File: config.mk
export PLATFORM = sky130hd
export DESIGN_NAME = usb_rx_stat_fifo
export DESIGN_NICKNAME = d
export VERILOG_FILES = /design/src/rtl/usb_rxf_pkg.sv /design/src/rtl/usb_rxf_store.sv /design/src/rtl/usb_rxf_wr_ctl.sv /design/src/rtl/usb_rxf_rd_ctl.sv /design/src/rtl/usb_rx_stat_fifo.sv
export SDC_FILE = /design/constraint.sdc
export NUM_CORES = 1
export LEC_CHECK = 0
export BUFFER_PORTS_ARGS = -buffer_cell sky130_fd_sc_hd__buf_4
export CAP_MARGIN = 20
export CORE_MARGIN = 4
export CORE_UTILIZATION = 28
export DETAILED_ROUTE_END_ITERATION = 10
export PLACE_DENSITY = 0.48
export REMOVE_ABC_BUFFERS = 1
export SETUP_SLACK_MARGIN = 0.5
export SLEW_MARGIN = 25
export SYNTH_ARGS = -nofsm -noshare
export SYNTH_HDL_FRONTEND = slang
export SYNTH_SLANG_ARGS = --single-unit
File: constraint.sdc
create_clock -name clk -period 5.7 [get_ports clk]
set_input_delay 1.425 -clock clk [delete_from_list [all_inputs] [get_ports clk]]
set_output_delay 1.425 -clock clk [all_outputs]
set_load 0.02 [all_outputs]
File: src/rtl/usb_rxf_pkg.sv
package usb_rxf_pkg;

    localparam int KW    = 4;
    localparam int EPW   = 4;
    localparam int PIDW  = 2;
    localparam int BCW   = 11;
    localparam int WORDW = 32;
    localparam int SETUP_BYTES = 8;

    typedef enum logic [KW-1:0] {
        KIND_GNAK       = 4'd1,
        KIND_OUT        = 4'd2,
        KIND_XFER_DONE  = 4'd3,
        KIND_STAGE_DONE = 4'd4,
        KIND_SETUP      = 4'd6
    } rx_kind_e;

    localparam logic [PIDW-1:0] PID_DATA0 = 2'd0;

    typedef struct packed {
        logic [WORDW-KW-PIDW-BCW-EPW-1:0] rsvd;
        logic [KW-1:0]   kind;
        logic [PIDW-1:0] pid;
        logic [BCW-1:0]  bcnt;
        logic [EPW-1:0]  ep;
    } rx_stat_t;

    // number of 32-bit payload words for a byte count
    function automatic logic [BCW-1:0] words_of(input logic [BCW-1:0] nbytes);
        logic [BCW:0] t;
        t = {1'b0, nbytes} + (BCW+1)'(3);
        return BCW'(t >> 2);
    endfunction

    // byte-lane mask for the next payload word given bytes still owed
    function automatic logic [WORDW-1:0] lane_mask(input logic [BCW-1:0] nbytes);
        logic [WORDW-1:0] m;
        case (nbytes)
            BCW'(1): m = 32'h0000_00FF;
            BCW'(2): m = 32'h0000_FFFF;
            BCW'(3): m = 32'h00FF_FFFF;
            default: m = '1;
        endcase
        return m;
    endfunction

endpackage

File: src/rtl/usb_rxf_store.sv
module usb_rxf_store
    import usb_rxf_pkg::*;
#(
    parameter int DEPTH = 32,
    localparam int AW   = $clog2(DEPTH)
) (
    input  logic             clk,
    input  logic             wr_en,
    input  logic [AW-1:0]    wr_addr,
    input  logic [WORDW-1:0] wr_data,
    input  logic [AW-1:0]    rd_addr,
    output logic [WORDW-1:0] rd_data
);

    logic [WORDW-1:0] mem [DEPTH];

    always_ff @(posedge clk) begin
        if (wr_en) mem[wr_addr] <= wr_data;
    end

    assign rd_data = mem[rd_addr];

endmodule

File: src/rtl/usb_rxf_wr_ctl.sv
module usb_rxf_wr_ctl
    import usb_rxf_pkg::*;
#(
    parameter int DEPTH        = 32,
    parameter int NUM_EP       = 4,
    parameter int MAX_PKT      = 64,
    parameter int SETUP_RELOAD = 3,
    localparam int AW  = $clog2(DEPTH),
    localparam int PW  = AW + 1,
    localparam int SCW = $clog2(SETUP_RELOAD + 1)
) (
    input  logic             clk,
    input  logic             rst,
    input  logic             hdr_valid,
    input  logic [KW-1:0]    hdr_kind,
    input  logic [EPW-1:0]   hdr_ep,
    input  logic [PIDW-1:0]  hdr_pid,
    input  logic [BCW-1:0]   hdr_bcnt,
    output logic             hdr_ready,
    input  logic             pay_valid,
    input  logic [WORDW-1:0] pay_data,
    input  logic             setup_reload,
    input  logic [EPW-1:0]   setup_reload_ep,
    input  logic [PW-1:0]    rd_ptr,
    output logic             wr_en,
    output logic [AW-1:0]    wr_addr,
    output logic [WORDW-1:0] wr_word,
    output logic [PW-1:0]    commit_ptr,
    output logic             ovf_flag
);

    logic [PW-1:0]     wr_ptr;
    logic [BCW-1:0]    left_words;
    logic [BCW-1:0]    left_bytes;
    logic [NUM_EP-1:0] cnt_nz;
    logic              setup_ok;
    logic              legal;
    logic              room;
    logic              idle;
    logic              hdr_take;
    logic              pay_take;
    logic              setup_take;
    logic [BCW-1:0]    words;
    logic [PW-1:0]     used;
    rx_stat_t          stat;

    // SETUP budget lookup for the offered endpoint
    always_comb begin
        setup_ok = 1'b0;
        for (int i = 0; i < NUM_EP; i++) begin
            if (hdr_ep == EPW'(i)) setup_ok = cnt_nz[i];
        end
    end

    // header normalisation and legality
    always_comb begin
        stat      = '0;
        stat.kind = hdr_kind;
        legal     = 1'b0;
        case (hdr_kind)
            KIND_GNAK: legal = 1'b1;
            KIND_OUT: begin
                stat.ep   = hdr_ep;
                stat.pid  = hdr_pid;
                stat.bcnt = hdr_bcnt;
                legal     = (hdr_bcnt <= BCW'(MAX_PKT));
            end
            KIND_XFER_DONE, KIND_STAGE_DONE: begin
                stat.ep = hdr_ep;
                legal   = 1'b1;
            end
            KIND_SETUP: begin
                stat.ep   = hdr_ep;
                stat.pid  = PID_DATA0;
                stat.bcnt = BCW'(SETUP_BYTES);
                legal     = (hdr_bcnt == BCW'(SETUP_BYTES)) && setup_ok;
            end
            default: legal = 1'b0;
        endcase
        words = words_of(stat.bcnt);
    end

    assign used       = wr_ptr - rd_ptr;
    assign room       = (int'(used) + 1 + int'(words)) <= DEPTH;
    assign idle       = (left_words == '0);
    assign hdr_ready  = idle && legal && room;
    assign hdr_take   = hdr_valid && hdr_ready;
    assign pay_take   = pay_valid && !idle;
    assign setup_take = hdr_take && (hdr_kind == KIND_SETUP);

    assign wr_en   = hdr_take || pay_take;
    assign wr_addr = wr_ptr[AW-1:0];
    assign wr_word = hdr_take ? WORDW'(stat) : (pay_data & lane_mask(left_bytes));

    for (genvar i = 0; i < NUM_EP; i++) begin : g_setup_cnt
        logic [SCW-1:0] cnt;
        always_ff @(posedge clk) begin
            if (rst)
                cnt <= SCW'(SETUP_RELOAD);
            else if (setup_reload && setup_reload_ep == EPW'(i))
                cnt <= SCW'(SETUP_RELOAD);
            else if (setup_take && hdr_ep == EPW'(i))
                cnt <= cnt - 1'b1;
        end
        assign cnt_nz[i] = (cnt != '0);
    end

    always_ff @(posedge clk) begin
        if (rst) begin
            wr_ptr     <= '0;
            commit_ptr <= '0;
            left_words <= '0;
            left_bytes <= '0;
            ovf_flag   <= 1'b0;
        end else begin
            if (hdr_valid && idle && legal && !room) ovf_flag <= 1'b1;
            if (hdr_take) begin
                wr_ptr <= wr_ptr + 1'b1;
                if (words == '0) begin
                    commit_ptr <= wr_ptr + 1'b1;
                end else begin
                    left_words <= words;
                    left_bytes <= stat.bcnt;
                end
            end else if (pay_take) begin
                wr_ptr     <= wr_ptr + 1'b1;
                left_words <= left_words - 1'b1;
                left_bytes <= (left_bytes >= BCW'(4)) ? left_bytes - BCW'(4) : '0;
                if (left_words == BCW'(1)) commit_ptr <= wr_ptr + 1'b1;
            end
        end
    end

    AST_NO_OVERFLOW: assert property (@(posedge clk) disable iff (rst)
        int'(used) <= DEPTH);
    AST_PARTIAL_HIDDEN: assert property (@(posedge clk) disable iff (rst)
        (left_words != '0 && !(pay_valid && left_words == BCW'(1))) |=> $stable(commit_ptr));

endmodule

File: src/rtl/usb_rxf_rd_ctl.sv
module usb_rxf_rd_ctl
    import usb_rxf_pkg::*;
#(
    parameter int DEPTH = 32,
    localparam int AW   = $clog2(DEPTH),
    localparam int PW   = AW + 1
) (
    input  logic             clk,
    input  logic             rst,
    input  logic [PW-1:0]    commit_ptr,
    input  logic [WORDW-1:0] head_word,
    input  logic             stat_pop,
    input  logic             data_pop,
    output logic [PW-1:0]    rd_ptr,
    output logic             stat_avail,
    output logic [WORDW-1:0] stat_word,
    output logic [WORDW-1:0] data_word,
    output logic             udf_flag
);

    logic [BCW-1:0] left;
    rx_stat_t       head;

    assign head       = rx_stat_t'(head_word);
    assign stat_avail = (left == '0) && (rd_ptr != commit_ptr);
    assign stat_word  = stat_avail ? head_word : '0;
    assign data_word  = (left != '0) ? head_word : '0;

    always_ff @(posedge clk) begin
        if (rst) begin
            rd_ptr   <= '0;
            left     <= '0;
            udf_flag <= 1'b0;
        end else begin
            if (data_pop && left == '0) udf_flag <= 1'b1;
            if (stat_pop && stat_avail) begin
                rd_ptr <= rd_ptr + 1'b1;
                left   <= words_of(head.bcnt);
            end else if (data_pop && left != '0) begin
                rd_ptr <= rd_ptr + 1'b1;
                left   <= left - 1'b1;
            end
        end
    end

    AST_PAYLOAD_COMMITTED: assert property (@(posedge clk) disable iff (rst)
        (left != '0) |-> (int'(PW'(commit_ptr - rd_ptr)) >= int'(left)));
    AST_UNDERFLOW_HOLDS: assert property (@(posedge clk) disable iff (rst)
        (data_pop && left == '0 && !stat_pop) |=> $stable(rd_ptr));

endmodule

File: src/rtl/usb_rx_stat_fifo.sv
module usb_rx_stat_fifo
    import usb_rxf_pkg::*;
#(
    parameter int DEPTH        = 32,
    parameter int NUM_EP       = 4,
    parameter int MAX_PKT      = 64,
    parameter int SETUP_RELOAD = 3
) (
    input  logic        clk,
    input  logic        rst,
    input  logic        hdr_valid,
    input  logic [3:0]  hdr_kind,
    input  logic [3:0]  hdr_ep,
    input  logic [1:0]  hdr_pid,
    input  logic [10:0] hdr_bcnt,
    output logic        hdr_ready,
    input  logic        pay_valid,
    input  logic [31:0] pay_data,
    input  logic        stat_pop,
    output logic        stat_avail,
    output logic [31:0] stat_word,
    input  logic        data_pop,
    output logic [31:0] data_word,
    input  logic        irq_en,
    output logic        irq,
    input  logic        setup_reload,
    input  logic [3:0]  setup_reload_ep,
    output logic        ovf_flag,
    output logic        udf_flag
);

    localparam int AW = $clog2(DEPTH);
    localparam int PW = AW + 1;

    logic             wr_en;
    logic [AW-1:0]    wr_addr;
    logic [WORDW-1:0] wr_word;
    logic [PW-1:0]    commit_ptr;
    logic [PW-1:0]    rd_ptr;
    logic [WORDW-1:0] head_word;
    rx_stat_t         stat_view;

    usb_rxf_wr_ctl #(
        .DEPTH(DEPTH), .NUM_EP(NUM_EP), .MAX_PKT(MAX_PKT), .SETUP_RELOAD(SETUP_RELOAD)
    ) u_wr (
        .clk(clk), .rst(rst),
        .hdr_valid(hdr_valid), .hdr_kind(hdr_kind), .hdr_ep(hdr_ep),
        .hdr_pid(hdr_pid), .hdr_bcnt(hdr_bcnt), .hdr_ready(hdr_ready),
        .pay_valid(pay_valid), .pay_data(pay_data),
        .setup_reload(setup_reload), .setup_reload_ep(setup_reload_ep),
        .rd_ptr(rd_ptr), .wr_en(wr_en), .wr_addr(wr_addr), .wr_word(wr_word),
        .commit_ptr(commit_ptr), .ovf_flag(ovf_flag)
    );

    usb_rxf_store #(.DEPTH(DEPTH)) u_mem (
        .clk(clk), .wr_en(wr_en), .wr_addr(wr_addr), .wr_data(wr_word),
        .rd_addr(rd_ptr[AW-1:0]), .rd_data(head_word)
    );

    usb_rxf_rd_ctl #(.DEPTH(DEPTH)) u_rd (
        .clk(clk), .rst(rst), .commit_ptr(commit_ptr), .head_word(head_word),
        .stat_pop(stat_pop), .data_pop(data_pop), .rd_ptr(rd_ptr),
        .stat_avail(stat_avail), .stat_word(stat_word), .data_word(data_word),
        .udf_flag(udf_flag)
    );

    assign irq       = stat_avail && irq_en;
    assign stat_view = rx_stat_t'(stat_word);

    AST_IRQ_HAS_STATUS: assert property (@(posedge clk) disable iff (rst)
        irq |-> (stat_view.kind != '0));

endmodule

== Yosys cells after proc, flatten, opt, wreduce, memory -nomap -nowiden ==
Memory sizes are Yosys's and may differ from the RTL's. A register that Yosys moved wholly into a read port is not among the register bits.
Cells that the tools add are included.

* Bits in registers: 61
* Input port bits: 65
* Memory bits (writable): 1024
* Memories: 1

* Muxes and demuxes: 32
* Magnitude comparators: 3
* Bitwise gates (word level): 1
* Reductions and logical operators: 47
* Add/sub/neg operators: 14
* Eq/ne operators: 19

{| class="wikitable"
|+ Memories
! memory !! depth !! bits a word !! rd ports !! clocked after Yosys merged registers in !! wr ports !! RTL line !! RTL
|-
| u_mem.mem || 32 || 32 || 1 || 1 || 1 || usb_rxf_store.sv:15 || <nowiki>logic [WORDW-1:0] mem [DEPTH];</nowiki>
|}

{| class="wikitable"
|+ Operators by type and width
! operator !! number
|-
| two-way mux 32 bit || 3
|-
| one-hot mux 32 bit (3 select lines) || 1
|-
| two-way mux 11 bit || 7
|-
| two-way mux 6 bit || 8
|-
| zero test 11 bit || 3
|-
| adder 32 x 11 -> 32 bit || 1
|-
| bitwise AND 32 bit || 1
|-
| <= comparator 32 x 7 -> 1 bit, second input constant || 1
|-
| one-hot mux 13 bit (2 select lines) || 1
|-
| adder 11 x 2 -> 12 bit, second input constant || 2
|-
| == test 4 x 2 -> 1 bit, second input constant || 6
|-
| == test 11 x 1 -> 1 bit, second input constant || 2
|-
| == test 11 x 2 -> 1 bit, second input constant || 2
|-
| logical AND 1 bit || 22
|-
| subtractor 11 x 1 -> 11 bit, second input constant || 2
|-
| two-way mux 10 bit || 2
|-
| nonzero test 2 bit || 7
|-
| adder 6 x 1 -> 6 bit, second input constant || 2
|-
| == test 4 x 1 -> 1 bit, second input constant || 3
|-
| == test 11 x 4 -> 1 bit, second input constant || 1
|-
| >= comparator 11 x 3 -> 1 bit, second input constant || 1
|-
| <= comparator 11 x 7 -> 1 bit, second input constant || 1
|-
| nonzero test 11 bit || 1
|-
| subtractor 11 x 3 -> 11 bit, second input constant || 1
|-
| other kinds (18) || 35
|}

== Logic depth before layout (Yosys ltp) ==
Gate-level depths: netlist of run 1.

* Depth after elaboration: 13
* Mapped depth: 19

== Cells and area by module ==
A second synthesis of run 1 with hierarchy kept.

* Cells, all modules: 2933
* Area total of the unflattened synthesis: 45154.6 µm²

{| class="wikitable"
|+ Modules (own cells, without submodules)
! module !! instances !! sequential area each (µm²) !! cells each !! area each (µm²)
|-
| usb_rxf_store || 1 || 30749.5 || 2228 || 39850.7
|-
| usb_rxf_wr_ctl || 1 || 860.8 || 486 || 3612.2
|-
| usb_rxf_rd_ctl || 1 || 360.3 || 218 || 1685.4
|-
| usb_rx_stat_fifo || 1 || 0.0 || 1 || 6.3
|}

== Least setup slack after synthesis of run 1 ==
No wires, ideal clock.

* Path kind: input -> register
* Start: in hdr_kind[2]
* End: mem u_mem.mem[0][16], data pin
* Data arrival time: 5.600 ns
* Setup slack: -0.354 ns
* Library setup time: 0.454 ns
* Stages: 15
* Path buffers: 3
* Cells stage by stage: buf_2 -> nand2b_1 -> clkbuf_1 -> nor3_1 -> ha_1 -> fa_1 -> a21oi_1 -> o21bai_1 -> xnor2_1 -> a311oi_1 -> a211o_1 -> clkbuf_1 -> nand2b_1 -> nand2_1 -> o21ai_0

* Cells in the longest elaborated chain, start to end: 8

{| class="wikitable"
|+ Ends and longest elaborated chain
! element !! RTL line !! RTL
|-
| start, declared || usb_rx_stat_fifo.sv:12 || <nowiki>input logic [3:0] hdr_kind,</nowiki>
|-
| == test 4 x 3 -> 1 bit or == test 4 x 2 -> 1 bit (tied branches) || usb_rxf_wr_ctl.sv:60 || <nowiki>case (hdr_kind)</nowiki>
|-
| one-hot mux 13 bit (2 select lines) || usb_rxf_wr_ctl.sv:60 ||
|-
| adder 11 x 2 -> 12 bit || usb_rxf_pkg.sv:31 || <nowiki>t = {1'b0, nbytes} + (BCW+1)'(3);</nowiki>
|-
| adder 32 x 11 -> 32 bit || usb_rxf_wr_ctl.sv:84 || <nowiki>assign room = (int'(used) + 1 + int'(words)) <= DEPTH;</nowiki>
|-
| <= comparator 32 x 7 -> 1 bit || usb_rxf_wr_ctl.sv:84 ||
|-
| logical AND 1 bit || usb_rxf_wr_ctl.sv:86 || <nowiki>assign hdr_ready = idle && legal && room;</nowiki>
|-
| logical AND 1 bit || usb_rxf_wr_ctl.sv:87 || <nowiki>assign hdr_take = hdr_valid && hdr_ready;</nowiki>
|-
| two-way mux 32 bit (*) || usb_rxf_wr_ctl.sv:93 || <nowiki>assign wr_word = hdr_take ? WORDW'(stat) : (pay_data & lane_mask(left_bytes));</nowiki>
|-
| via u_mem.wr_data[16] || usb_rxf_store.sv:10 || <nowiki>input logic [WORDW-1:0] wr_data,</nowiki>
|-
| end, declared || usb_rxf_store.sv:15 ||
|}

The timed path passes the listed nets; every way through them passes the cells marked *.

== Final worst setup path of run 1 ==
* Start: in hdr_kind[0]
* End: out hdr_ready

* Cells in the longest elaborated chain, start to end: 6

{| class="wikitable"
|+ Ends and longest elaborated chain
! element !! RTL line !! RTL
|-
| == test 4 x 3 -> 1 bit or == test 4 x 2 -> 1 bit (tied branches) || usb_rxf_wr_ctl.sv:60 ||
|-
| one-hot mux 13 bit (2 select lines) || usb_rxf_wr_ctl.sv:60 ||
|-
| adder 11 x 2 -> 12 bit || usb_rxf_pkg.sv:31 ||
|-
| adder 32 x 11 -> 32 bit || usb_rxf_wr_ctl.sv:84 ||
|-
| <= comparator 32 x 7 -> 1 bit || usb_rxf_wr_ctl.sv:84 ||
|-
| logical AND 1 bit (*) || usb_rxf_wr_ctl.sv:86 ||
|-
| end, declared || usb_rx_stat_fifo.sv:16 || <nowiki>output logic hdr_ready,</nowiki>
|}

Mark *: on every way between the ends. The rest lies on a longest branch, timed or not.

==> metrics, run 1 <==
number of hold violations in the final report=0; Pint=around 0.016 W; sequential area share after synthesis=approximately 72%; Core ar.=0.157 mm2; dominant cells by area after synthesis=edfxtp_1, mux4_2, dfxtp_1, mux2i_1, nor2_1; unrepaired setup endpoints after global routing=true; gr usage total=around 16%; Core Rows=between 100 and 150; synthesis warning total=0; CTS H-Tree Depth=3; Die Width=406 um; combinational share of power=27.1%; WL/cell=27.0 um; Critical Path End=hdr_ready; top-count cell post-synth=edfxtp_1; Ports=134; CTS tree=yes; detailed placement HPWL=78900 um; DRT Pass-1 Iters=5; Flop pwr share=39.6%; clock sinks=roughly 1100; Hold Path Class=register to register; syn_area_per_cell=19.3 um2; I/O Buffers=roughly 130; Worst-Margin Slew=0.869 ns; Unique masters post-synth=83; CTS Buf Count=114; PwrDens=around 430 mW/mm2; Synth Cell Area=around 0.044 mm2; CP Data Required Time=4.28 ns; Rel. slew slack=42.0%; Max IR drop VDD=between 200 and 300 uV; Die Area=0.165 mm2; asr flop ratio synth=0%; crit path from=hdr_kind[0]; final setup violation count=0; Net count, final=about 2700; Die Y=406 um; GRT overflow=0; GPL Wtd Cong=0.831; vias in the first global route=24600; initial DRC count=2205; utilization after layout=34.6%; Non-Filler Instances=4781; switching share of power=30.0%; min Tclk post-route=5.60 ns; Detail Route Antenna Nets=0; Placed Cells=4549; # fillers=14700; slowest cell delay on critical path=0.34 ns; Layout Skew=just under 0.07 ns; vias=23600; P_leak=17.4 nW; f_max=0.179 GHz; Buf/Inv on CP=3; R2R Path End=u_mem.mem[2][13]; clock insertion delay at the later pin of the skew report=0.77 ns; Worst Min Path Start=u_wr.left_words[9]; clk root buf=clkbuf_16; CP max-delay cell=a211o_1; largest area contributor in the netlist=edfxtp_1; final period utilization=98.3%; Max Cap Viol=0; Clock power frac=33.3%; hold slack=0.493 ns; largest fanout on the critical path=9; Crit Path Category=primary input to primary output; Post-synth EDFFs=1024; reg2reg start=u_wr.wr_ptr[1]; Levels on crit path=13; CTS Hold Bufs=0; design area=between 0.05 and 0.06 mm2; CP endpoint kind=primary output; area occupied by multi-input gates=0.0120 mm2; largest net degree at the start of global routing=96; first-pass GRT wire length=about 180000 um; status=complete, no violations; commonest cells in the netlist=edfxtp_1, mux4_2, nor2_1, mux2i_1, nand2_1; DR DRC count=0; initial antenna violation count=2; Post-Synthesis Cells=2294; clk buf depth=3; Net Sw Power=0.00702 W; most used cell, CP=buf_4; final wirelength=129000 um; synth-to-layout area growth=22.4%; layout cells sized above 1=about a third; Critical Path, Cell by Cell=buf_4 > nor3b_2 > nand2b_1 > buf_4 > nor2_2 > ha_1 > o21a_1 > a21o_1 > a211oi_1 > a311oi_1 > a211o_1 > nor3_2 > buf_4; diode count=0; placed cell area=0.0498 mm2; R2R Setup Slk=0.94 ns; Synth top area share=69.4%; Worst R2R Path Depth=20; vias per cell=4.94; dominant synthesized flop cell=edfxtp_1; fin. max-slew vios=0; clk slew on worst S/H paths=0.06 ns; CP delay by family, top=compound AO/OA/AOI/OAI gates; startpoint types=primary input; #FFs+latches synth=1090; WP data arrival=4.18 ns; starting density of the core=approximately 28%; register area=between 0.03 and 0.04 mm2
flip-flops by register name, indices dropped and copies added (netlist names), named ones only:
register              count
u_mem.mem              1024
u_wr.g_setup_cnt.cnt      8
u_rd.left                11
u_wr.left_bytes          11
u_wr.commit_ptr           6
u_wr.left_words          11
u_wr.wr_ptr               6
u_rd.rd_ptr               6
u_wr.ovf_flag             1
u_rd.udf_flag             1
metrics by stage:
step | TNS [ns] | power, W | worst slack (ns)
detailed placement | -0.0303 | 0.0156 | -0.0303
global route | -0.0264 | 0.0245 | -0.0264
global placement | -0.0790 | 0.0155 | -0.0790
CTS | 0 | 0.0237 | 0.106
floorplan | -1040.90 | 0.0139 | -6.16
finish | 0 | 0.0234 | 0.0986
area by class of cell:
class	instances	area share, %
Clock buffer	137	5.51
Clock inverter	76	1.83
Tap cell	2058	4.75
Timing Repair Buffer	325	6.38
Multi-Input combinational cell	1056	22.1
Sequential cell	1090	59.2
Inverter	39	0.279
power groups by stage:
stage          logic (W)  clock network (W)  registers, W
2_1_floorplan    0.00409                  0       0.00978
3_3_place_gp     0.00598                  0       0.00951
3_5_place_dp     0.00603                  0       0.00952
4_1_cts          0.00644            0.00798       0.00927
5_1_grt          0.00685            0.00833       0.00930
6_report         0.00635            0.00778       0.00927
how the worst min path moves through the flow:
stage               slack, ns  cells past startpoint                   to
floorplan                0.43                      1   u_wr.left_words[9]
global placement         0.46                      1   u_wr.left_words[9]
detailed placement       0.48                      1   u_wr.left_words[9]
CTS                      0.49                      1   u_wr.left_words[9]
global route             0.52                      1  u_wr.left_words[10]
finish                   0.49                      1   u_wr.left_words[9]
placed cells by master (no fill, tap or decap), types with 16 or more instances in the layout:
master and instances:
clkbuf_16 114, mux4_2 275, ha_1 22, buf_12 79, edfxtp_1 1024, mux2i_1 78
nand3_1 39, nor2_4 32, nor2_1 146, buf_4 242, nor3_1 26, xnor2_1 22
bufinv_16 16, xor2_1 25, clkbuf_1 18, dfxtp_1 56, clkinv_1 17, o21ai_0 18
inv_1 36, a21oi_1 27, nand2_1 67
cells by family (layout without fill, tap and decap cells):
family | count (synthesis) | count (layout) | synth area share (%)
fa+ha+maj | 31 | 31 | 0.909
xor+xnor | 54 | 54 | 1.07
compound gates | 166 | 166 | 2.66
simple gates | 441 | 441 | 4.83
flops | 1090 | 1090 | 72.4
buf+inv | 148 | 577 | 1.89
mux | 364 | 364 | 16.3
worst register-to-register path: stages, from the launching register on:
cell      delay (ns)
dfxtp_4         0.37
ha_4            0.23
nor2b_1         0.12
o21ai_1         0.13
nand2b_1        0.13
a21o_1          0.19
a21oi_2         0.18
xnor2_2         0.14
xor2_4          0.23
ha_4            0.20
nor4_4          0.24
nand4_1         0.14
nor4_1          0.21
o21ai_1         0.13
buf_4           0.17
a2111o_1        0.44
nand2_1         0.24
nand2_1         0.10
buf_4           0.21
nor2_4          0.44
buf_4           0.25
per-layer routing:
layer	wire, um	GRT usage [%]	vias up
li1	-	-	10100
met1	57000	21.5	12800
met2	63700	26.1	687
met3	6000	2.21	143
met4	2330	3.71	0
met5	0	0	-
repair_timing:
| action | CTS | global route |
|---|---|---|
| setup endpoints to repair | 79 | 3 |
| buffers inserted | 16 | 3 |
| pin swaps | 20 | 17 |
| hold endpoints to repair | 0 | 0 |
| gates cloned | 0 | 0 |
| resized for setup | 47 | 14 |
Note: power is estimated with default switching activity, not from simulation.
==> run 2, diff against run 1 <==
SYNTH_HIERARCHICAL = 1   (was not set)
==> run 2 against run 1 <==
Compared with the run above:
- final area rose by 0.57%
- sequential power fell by 0.9%
- largest power group unchanged
- wire length is 5.2% higher
- count of clock-buffer cells in the layout rose by 16
- synthesized cell count is 28% higher
- global-route usage shrank 0.28 points
- sequential share of layout area shrank 0.54 points
- via count up 12%
- first-iteration DRC count up 3.3%
==> metrics, run 2 <==
clk buf depth=3; clk root buf=clkbuf_16; simple-gate share of the synthesized area=6.78%; XOR/XNOR share of the synthesized area=0.853%; f_max=0.187 GHz; DR DRC count=0; final wirelength=~140000 um; combinational share of power=about a third; WP data arrival=3.92 ns; status=complete, no violations; Die Y=410 um; min Tclk post-route=5.35 ns; Pint=0.0161 W; initial antenna violation count=7; Rel. slew slack=36.2%; Worst-Margin Slew=around 0.95 ns; starting density of the core=~28%; CP max-delay cell=or3b_4; CP Data Required Time=4.28 ns; Post-synth EDFFs=1024; clock sinks=1085; WL/cell=24.8 um; Core Rows=147; largest area contributor in the netlist=edfxtp_1; unrepaired setup endpoints after global routing=true; largest family of logic cells by synthesized area=multiplexers; clk slew on worst S/H paths=0.06 ns; largest net degree at the start of global routing=128; Worst Min Path Start=u_wr/ovf_flag; dominant synthesized flop cell=edfxtp_1; Die Width=410 um; initial DRC count=2278; Unique masters post-synth=82; Layout Skew=0.0373 ns; #FFs+latches synth=1085; R2R Setup Slk=0.53 ns; detailed placement HPWL=slightly below 80000 um; top-count cell post-synth=edfxtp_1; GRT overflow=0; vias per cell=just under 5; final period utilization=93.8%; Top reg by flops=u_mem/mem; R2R Path End=u_mem/mem[12][20]; final setup violation count=0; commonest cells in the netlist=edfxtp_1, mux2i_1, nand2_1, a21oi_1, nand3_1; Core ar.=0.160 mm2; layout cells sized above 1=18.4%; Net Sw Power=0.00787 W; Net count, final=between 3000 and 4000; fin. max-slew vios=0; Synth top area share=68.1%; Worst R2R Path Depth=27; largest fanout on the critical path=5; GPL Wtd Cong=0.805; I/O Buffers=133; CTS tree=yes; asr flop ratio synth=0%; worst hold endpoint=u_wr/ovf_flag; Die Area=0.168 mm2; Hold Path Class=register to register; startpoint types=primary input; design area=0.0546 mm2; Detail Route Antenna Nets=0; most common cell after layout, fill and taps aside=edfxtp_1; hold depth=2; DRT Pass-1 Iters=5; gr usage total=15.3%; Flop pwr share=38.3%; dominant cells by area after synthesis=edfxtp_1, mux2i_1, dfxtp_1, a22oi_1, a21oi_1; PwrDens=~440 mW/mm2; Synth Cell Area=0.0452 mm2; Buf/Inv on CP=2; post-synthesis adder-cell area fraction=0.709%; multiplexer area fraction after synthesis=11.6%; max reg flops=1024; setup TNS=0 ns; commonest non-fill, non-tap cells in the layout=edfxtp_1, mux2i_1, buf_4; switching share of power=32.8%; clock insertion delay at the later pin of the skew report=0.75 ns; Ports=roughly 130; number of hold violations in the final report=0; slowest cell delay on critical path=0.43 ns; first-pass GRT wire length=188000 um; synthesis warning total=6; Crit Path Category=primary input to primary output; sequential area share after synthesis=70.8%; Max Cap Viol=0; CTS Buf Count=116; Critical Path, Cell by Cell=buf_8 > or3b_4 > nor2_4 > ha_4 > nor2b_4 > o211ai_1 > nand2_1 > a311oi_2 > o21ai_2 > nand2b_4 > nor4_4 > buf_4; Clock power frac=30.0%; post-route total power=0.0240 W; CTS H-Tree Depth=3; synth-to-layout area growth=20.8%; reg2reg start=u_wr/wr_ptr[0]; CP endpoint kind=primary output; vias=26400; P_leak=17.9 nW; Max IR drop VDD=361 uV; Synth Area in Compound Gates=6.69%; CP delay by family, top=simple AND/OR/NAND/NOR gates; placed cell area=0.0499 mm2; syn_area_per_cell=15.4 um2; vias in the first global route=25900; Post-Synthesis Cells=2933
-- run 2: changes by cell type in the layout (fill, tap and decap cells not counted), sizes merged, moves of 32 or more --
cell | previous run | this run
nand3 | 41 | 132
nor2 | 180 | 95
a22oi | 13 | 98
a21oi | 31 | 148
mux2i | 78 | 516
a22o | 8 | 64
a31oi | 6 | 38
nand2 | 67 | 157
mux4 | 283 | 0
-- run 2: timing repair --
item | in CTS | in global routing
gates cloned | 2 | 17
endpoints found under the setup margin | 53 | 1039
hold buffers | 0 | 0
buffers inserted | 22 | 8
gates resized for setup | 44 | 33
pin swaps | 13 | 15
-- run 2: kinds of logic after synthesis --
| group | count (synthesis) |
|---|---|
| simple gates | 607 |
| xor+xnor | 44 |
| fa+ha+maj | 25 |
| buf+inv | 208 |
| mux | 523 |
| flops | 1085 |
| compound gates | 441 |
-- run 2: routing by layer --
metal	routed length, um	track usage [%]
met5	20	0
met2	63300	24.5
met1	62000	21.8
met3	7870	2.47
met4	2570	3.38
-- run 2: layout make-up --
type | count | area (um2)
multi-input cells | 1641 | 12500
repair buffers | 337 | 3560
flip-flops and latches | 1085 | 32000
inverters | 39 | 146
fillers | 15500 | 106000
clock inverters | 65 | 541
clock buffers | 153 | 3080
diodes | 5 | 12.5
well taps | 2160 | 2700
-- run 2: how the worst max path moves through the flow --
stage,startpoint,end,depth (start not counted)
after floorplan,u_rd/rd_ptr[0],u_mem/mem[12][0],15
after global placement,hdr_kind[0],hdr_ready,11
after detailed placement,hdr_kind[0],u_mem/mem[8][30],14
after CTS,hdr_kind[0],hdr_ready,11
after global routing,hdr_kind[3],hdr_ready,12
final,hdr_kind[3],hdr_ready,12
-- run 2: tightest hold or removal path, delay by kind of cell (launching register included) --
kind	cells	cell delay, ns
flip-flops	1	0.31
buffers and inverters	1	0.04
AO/OA/AOI/OAI	1	0.05
-- run 2: per-stage QoR --
| step | cells | setup slack [ns] | hold slack, ns | utilization, % |
|---|---|---|---|---|
| 2_1_floorplan | 2764 | -17.26 | 0.434 | - |
| 3_5_place_dp | 5212 | 0.0665 | 0.446 | 31.1 |
| 6_report | 5485 | 0.354 | 0.449 | 34.0 |
| 3_3_place_gp | 5211 | 0.0400 | 0.436 | 31.1 |
| 4_1_cts | 5454 | 0.369 | 0.457 | 33.6 |
| 5_1_grt | 5481 | 0.268 | 0.495 | 34.0 |
-- run 2: power by group through the flow --
stage                     clock network (W)  logic [W]  registers [W]
final                               0.00719    0.00759        0.00919
after global routing                0.00771    0.00813        0.00921
after CTS                           0.00737    0.00752        0.00919
after detailed placement                  0    0.00717        0.00939
after global placement                    0    0.00717        0.00938
after floorplan                           0    0.00420        0.00957
